`src/rtl/wdog_pkg.sv`:
```
package wdog_pkg;

    localparam int          TSEL_W   = 2;
    localparam logic [7:0]  KEY_ARM  = 8'h55;
    localparam logic [7:0]  KEY_FIRE = 8'hAA;

    // control byte field positions
    localparam int CTRL_EN_POS = 7;
    localparam int CTRL_PS_POS = 2;

    typedef struct packed {
        logic armed;
    } seq_state_t;

    typedef struct packed {
        logic              en;
        logic              presc;
        logic              locked;
        logic              boot;
        logic [TSEL_W-1:0] tsel_pend;
        logic [TSEL_W-1:0] tsel_act;
    } cfg_state_t;

endpackage

```
`src/rtl/wdog_seq.sv`:
```
module wdog_seq
    import wdog_pkg::*;
(
    input  logic       clk,
    input  logic       rst_n,
    input  logic       svc_wr_i,
    input  logic [7:0] data_i,
    output logic       done_o
);

    seq_state_t st_q, st_d;

    always_comb begin
        st_d   = st_q;
        done_o = 1'b0;
        if (svc_wr_i) begin
            if (data_i == KEY_ARM) begin
                st_d.armed = 1'b1;
            end else if (data_i == KEY_FIRE) begin
                if (st_q.armed) begin
                    done_o     = 1'b1;
                    st_d.armed = 1'b0;
                end
            end else begin
                st_d.armed = 1'b0;
            end
        end
    end

    always_ff @(posedge clk or negedge rst_n) begin
        if (!rst_n) st_q <= '0;
        else        st_q <= st_d;
    end

endmodule

```
`src/rtl/wdog_cfg.sv`:
```
module wdog_cfg
    import wdog_pkg::*;
(
    input  logic              clk,
    input  logic              rst_n,
    input  logic              strap_i,
    input  logic              wr_i,
    input  logic              en_wr_i,
    input  logic              ps_wr_i,
    input  logic [TSEL_W-1:0] tsel_wr_i,
    input  logic              svc_done_i,
    output logic              en_o,
    output logic              presc_o,
    output logic [TSEL_W-1:0] tsel_o
);

    localparam cfg_state_t CFG_RST = '{
        en:        1'b1,
        presc:     1'b0,
        locked:    1'b0,
        boot:      1'b1,
        tsel_pend: '0,
        tsel_act:  '0
    };

    cfg_state_t st_q, st_d;

    always_comb begin
        st_d      = st_q;
        st_d.boot = 1'b0;
        if (st_q.boot) st_d.presc = ~strap_i;
        if (wr_i) begin
            st_d.tsel_pend = tsel_wr_i;
            if (!st_q.locked) begin
                st_d.en     = en_wr_i;
                st_d.presc  = ps_wr_i;
                st_d.locked = 1'b1;
            end
        end
        if (svc_done_i) st_d.tsel_act = st_q.tsel_pend;
    end

    always_ff @(posedge clk or negedge rst_n) begin
        if (!rst_n) st_q <= CFG_RST;
        else        st_q <= st_d;
    end

    assign en_o    = st_q.en;
    assign presc_o = st_q.presc;
    assign tsel_o  = st_q.tsel_act;

endmodule

```
`src/rtl/wdog_cnt.sv`:
```
module wdog_cnt
    import wdog_pkg::*;
#(
    parameter int BASE_LOG2  = 9,
    parameter int STEP_LOG2  = 2,
    parameter int PRESC_LOG2 = 9,
    parameter int CNT_W      = BASE_LOG2 + STEP_LOG2 * ((1 << TSEL_W) - 1) + PRESC_LOG2
) (
    input  logic              clk,
    input  logic              rst_n,
    input  logic              en_i,
    input  logic              presc_i,
    input  logic [TSEL_W-1:0] tsel_i,
    input  logic              reload_i,
    output logic              req_o
);

    localparam logic [CNT_W-1:0] ONES = '1;

    typedef struct packed {
        logic [CNT_W-1:0] cnt;
        logic             req;
    } cnt_state_t;

    cnt_state_t       st_q, st_d;
    int               sh;
    logic [CNT_W-1:0] last_cnt;

    always_comb begin
        sh       = BASE_LOG2 + STEP_LOG2 * int'(tsel_i) + (presc_i ? PRESC_LOG2 : 0);
        last_cnt = ONES >> (CNT_W - sh);
    end

    always_comb begin
        st_d     = st_q;
        st_d.req = 1'b0;
        if (reload_i || !en_i) begin
            st_d.cnt = '0;
        end else if (st_q.cnt >= last_cnt) begin
            st_d.cnt = '0;
            st_d.req = 1'b1;
        end else begin
            st_d.cnt = st_q.cnt + CNT_W'(1);
        end
    end

    always_ff @(posedge clk or negedge rst_n) begin
        if (!rst_n) st_q <= '0;
        else        st_q <= st_d;
    end

    assign req_o = st_q.req;

endmodule

```
`src/rtl/svc_watchdog.sv`:
```
module svc_watchdog
    import wdog_pkg::*;
#(
    parameter int BASE_LOG2  = 9,
    parameter int STEP_LOG2  = 2,
    parameter int PRESC_LOG2 = 9
) (
    input  logic       clk,
    input  logic       rst_n,
    input  logic       strap_i,
    input  logic       wr_en_i,
    input  logic       wr_sel_i,
    input  logic [7:0] wr_data_i,
    output logic       rst_req_o
);

    localparam int CNT_W = BASE_LOG2 + STEP_LOG2 * ((1 << TSEL_W) - 1) + PRESC_LOG2;

    logic              svc_wr;
    logic              ctrl_wr;
    logic              svc_done;
    logic              cfg_en;
    logic              cfg_presc;
    logic [TSEL_W-1:0] cfg_tsel;

    assign svc_wr  = wr_en_i & ~wr_sel_i;
    assign ctrl_wr = wr_en_i &  wr_sel_i;

    wdog_seq u_seq (
        .clk      (clk),
        .rst_n    (rst_n),
        .svc_wr_i (svc_wr),
        .data_i   (wr_data_i),
        .done_o   (svc_done)
    );

    wdog_cfg u_cfg (
        .clk        (clk),
        .rst_n      (rst_n),
        .strap_i    (strap_i),
        .wr_i       (ctrl_wr),
        .en_wr_i    (wr_data_i[CTRL_EN_POS]),
        .ps_wr_i    (wr_data_i[CTRL_PS_POS]),
        .tsel_wr_i  (wr_data_i[TSEL_W-1:0]),
        .svc_done_i (svc_done),
        .en_o       (cfg_en),
        .presc_o    (cfg_presc),
        .tsel_o     (cfg_tsel)
    );

    wdog_cnt #(
        .BASE_LOG2  (BASE_LOG2),
        .STEP_LOG2  (STEP_LOG2),
        .PRESC_LOG2 (PRESC_LOG2),
        .CNT_W      (CNT_W)
    ) u_cnt (
        .clk      (clk),
        .rst_n    (rst_n),
        .en_i     (cfg_en),
        .presc_i  (cfg_presc),
        .tsel_i   (cfg_tsel),
        .reload_i (svc_done),
        .req_o    (rst_req_o)
    );

endmodule

```
`config.mk`:
```
export PLATFORM = sky130hd
export DESIGN_NAME = svc_watchdog
export DESIGN_NICKNAME = d
export VERILOG_FILES = /design/src/rtl/wdog_pkg.sv /design/src/rtl/wdog_seq.sv /design/src/rtl/wdog_cfg.sv /design/src/rtl/wdog_cnt.sv /design/src/rtl/svc_watchdog.sv
export SDC_FILE = /design/constraint.sdc
export NUM_CORES = 1
export LEC_CHECK = 0
export ABC_AREA = 1
export BUFFER_PORTS_ARGS = -buffer_cell sky130_fd_sc_hd__buf_4
export CAP_MARGIN = 20
export CORE_MARGIN = 10
export CORE_UTILIZATION = 34
export DETAILED_ROUTE_END_ITERATION = 6
export PLACE_DENSITY = 0.49
export SYNTH_ARGS = -nofsm -noshare
export SYNTH_HDL_FRONTEND = slang
export SYNTH_SLANG_ARGS = --single-unit
```
`constraint.sdc`:
```
create_clock -name clk -period 3 [get_ports clk]
set_input_delay 0.6 -clock clk [delete_from_list [all_inputs] [get_ports clk]]
set_output_delay 0.6 -clock clk [all_outputs]
set_load 0.005 [all_outputs]
```
==> results by group <==
Power and ir drop
  • Leak: 1.512 nW
  • Power per cell area: 316.3 mW/mm²
  • Max VDD drop: ~0.00015 V

Drt
  • WL/cell: 13.59 µm
  • DRC: 0
  • Routed Antenna Nets: 0
  • Vias per cell: 4.790
  • Met2 WL post-DR: 3108 µm
  • DR top layer: met4
  • Sum of routed wire segments on met1: around 3400 µm
  • Initial DRC count: 168
  • Routed vias: 2443
  • First-pass DRT Iterations: 4
  • Met3 wire length: 250 µm
  • DRT Wirelength: 6929 µm

Setup path
  • Worst-path fanout max: 15
  • Crit path buf inv count: 4
  • Crit path max-delay family: simple AND/OR/NAND/NOR gates
  • CP max-delay cell: dfrtp_1
  • Critical path's largest stage delay: 0.42 ns
  • Crit Path Class: reg2reg
  • Req. time, crit path: 3.18 ns
  • Critical Path Start Type: register
  • CP endpoint kind: register
  • WP data arrival: 2.97 ns
  • Critical-path cell list: inv_2 > ha_1 > nor2_1 > ha_4 > nand2_2 > clkinv_2 > o21ai_0 > ha_1 > nand2_1 > inv_1 > nand3_1 > nor3_1 > nand4_1 > nand3_4 > buf_12 > nor2_1

STA
  • Max Slew Vio Count: 0
  • Clock period minus worst slack: 2.790 ns
  • Fmax: 0.3584 GHz
  • Final setup viols: 0
  • RSZ-0062 raised after global routing: false
  • Final Hold Fails: 0
  • Final cycle utilization of the critical path: 92.99%
  • Setup TNS: 0 ns
  • Clock skew: 0.005804 ns

Placed design
  • Placement Cell Area: 0.002945 mm²
  • HPWL after detailed placement: 5561 µm
  • GP Congestion: 0.8421
  • Port Buffer Count: 13

Clock tree
  • Clock latency reported for the late side of the worst-skew pair: about 0.29 ns
  • Reg clk slew, reported paths: 0.07 ns
  • Number of H-tree levels: 2
  • Hold-fix buffers, CTS: 0
  • Clock Tree Buf Depth: 2
  • Clock sinks: 34
  • CTS tree: built
  • Total CTS buffers: 5
  • Root Buffer: clkbuf_8

Finish
  • Cell area after layout: 0.003104 mm²
  • Fillers: 824
  • Layout cells sized above 1: between 10% and 20%
  • Multi-input gate area: ~0.0017 mm²
  • Fin nets: between 400 and 500
  • Diode count: 0
  • Register Area: 853.3 µm²
  • Area Growth Syn to Fin: 14.91%

Die
  • Initial core utilization: 34.96%
  • Core Footprint: just under 0.008 mm²
  • Die H: 109.1 µm
  • # IOs: 14
  • Die Wd: 109.1 µm
  • Total Die Area: 0.01191 mm²
  • Row Count: 32

Yosys
  • Post-synth EDFFs: 0
  • Async SR Flop Fraction: 100.0%
  • Distinct cells, synth: 32
  • Mapped Cells: 383
  • Avg Cell Area, Syn: 7.053 µm²
  • Share of the synthesized area in the top cell type: 29.64%
  • Largest area contributor in the netlist: dfrtp_1
  • Synth top area cells: dfrtp_1 30%, nand2_1 14%, ha_1 12%, inv_1 7.2%, nand3_1 6.9%
  • Flops & latches, synth: 34
  • Synth Flop Type: dfrtp_1
  • Yosys warnings: 0
  • Sequential element share of the synthesized area: 31.59%
  • Syn Nets: 422
  • Mapped cell area: between 0.002 and 0.003 mm²

Global routing
  • Total grt overflow: 0
  • First-pass GRT wire length: 11730 µm
  • Vias in the first global route: ~2400
  • GRT Util Overall: 12.48%
  • Largest net degree at the start of global routing: 35
  • Initial antenna violation count: 0

Run
  • Maxcap violations: 0

Hold path
  • Hold Path Class: in2async

Status
  • Status: finished, final reports clean
## flip-flops by register name, summed over array words and instances (netlist names)
name           cells
u_cfg.tsel_o       2
u_cnt.st_q        24
u_cfg.presc_o      1
u_cfg.st_q         4
u_cfg.en_o         1
u_cnt.req_o        1
u_seq.st_q         1
## through the flow
step                      worst slack (ns)  std cells  utilization, %  hold slack (ns)  power [W]
final                               0.2102        510           40.17           0.2535  0.0009818
after detailed placement           0.09061        499           38.12           0.4470  0.0006226
after global routing              0.001872        510           40.17           0.2756   0.001039
after global placement              0.1173        499           38.12           0.4436  0.0006214
after floorplan                     0.2915        383               -           0.3044  0.0005656
after CTS                          0.08575        507           39.30           0.2718  0.0009827
## synth_stat cells (all sizes together) (2+ instances only)
master and instances:
or2 6, buf 3, nor2 60, nand4 8
nand3 38, ha 26, o21bai 3, xnor2 2
a21oi 11, inv 52, o21a 2, dfrtp 32
dfstp 2, nor3 8, nand2 103, mux2 2
o21ai 13, nor3b 2, a21o 2
## layout make-up
| cell class | count | area share [%] |
|---|---|---|
| well taps | 102 | 4.111 |
| clock inverters | 1 | 0.1612 |
| inverters | 53 | 6.449 |
| flip-flops and latches | 34 | 27.49 |
| multi-input cells | 292 | 53.53 |
| clock buffers | 7 | 2.781 |
| repair buffers | 21 | 5.482 |
## per-layer routing
layer	track usage, %	vias up
met2	19.41	37
met3	2.183	14
li1	-	1275
met5	0	-
met4	5.085	0
met1	16.70	1117
## cell families (layout without fill, tap and decap cells)
logic type | after synthesis | after routing | share of synthesized area, %
simple gates | 227 | 227 | 38.77
buf+inv | 57 | 82 | 8.568
flops | 34 | 34 | 31.59
compound gates | 33 | 33 | 7.040
fa+ha+maj | 26 | 26 | 12.04
mux | 3 | 3 | 1.204
xor+xnor | 2 | 2 | 0.6486
other cells | 1 | 1 | 0.1388
## worst reg2reg max path: cells and delay by family (launching register included)
family	cells	cell delay, ns
AO/OA/AOI/OAI	1	0.13
adder cells (fa/ha/maj)	3	0.75
buffers and inverters	4	0.48
flip-flops	1	0.42
AND/OR/NAND/NOR	8	0.91
## placed cells by master (no fill, tap or decap), types with 2 or more instances in the layout
| cell type | n |
|---|---|
| nor3_1 | 7 |
| nor2_1 | 34 |
| nand4_1 | 8 |
| nand2_1 | 100 |
| inv_1 | 51 |
| xnor2_1 | 2 |
| clkbuf_8 | 6 |
| o21ai_0 | 12 |
| mux2_2 | 2 |
| a21o_1 | 2 |
| o21bai_1 | 3 |
| dfrtp_1 | 32 |
| a21oi_2 | 2 |
| ha_1 | 24 |
| or2_2 | 6 |
| dfstp_2 | 2 |
| ha_4 | 2 |
| o21a_1 | 2 |
| buf_4 | 20 |
| nor2_2 | 26 |
| nand3_1 | 37 |
| clkinv_2 | 2 |
| nand2_2 | 3 |
| a21oi_1 | 9 |
## report_power, final
part           switching (W)  internal (W)  leakage [nW]
Combinational      0.0000974     0.0000609          1.02
Clock               0.000170      0.000185        0.0482
Sequential        0.00000393      0.000465         0.446
## timing repair
action                                  CTS  global route
resized for setup                         0            11
endpoints found under the setup margin    0            25
buffers inserted                          0             3
## worst paths after layout
path                            slack [ns]  cells past startpoint                   startpoint                        end
worst max-delay path                  0.21                     16  u_cfg.tsel_o[1]$_DFFE_PN0P_   u_cnt.st_q[24]$_DFF_PN0_
worst min-delay path                  0.25                      1                        rst_n  u_cfg.st_q[5]$_DFFE_PN0P_
worst max register to register        0.21                     16  u_cfg.tsel_o[1]$_DFFE_PN0P_   u_cnt.st_q[24]$_DFF_PN0_
worst min register to register        0.46                      2    u_cfg.st_q[5]$_DFFE_PN0P_  u_cfg.st_q[5]$_DFFE_PN0P_
max in group asynchronous             2.40                      1                        rst_n    u_cfg.st_q[4]$_DFF_PN1_
min in group clk                      0.46                      2    u_cfg.st_q[5]$_DFFE_PN0P_  u_cfg.st_q[5]$_DFFE_PN0P_
(Power assumes the default switching activity.)
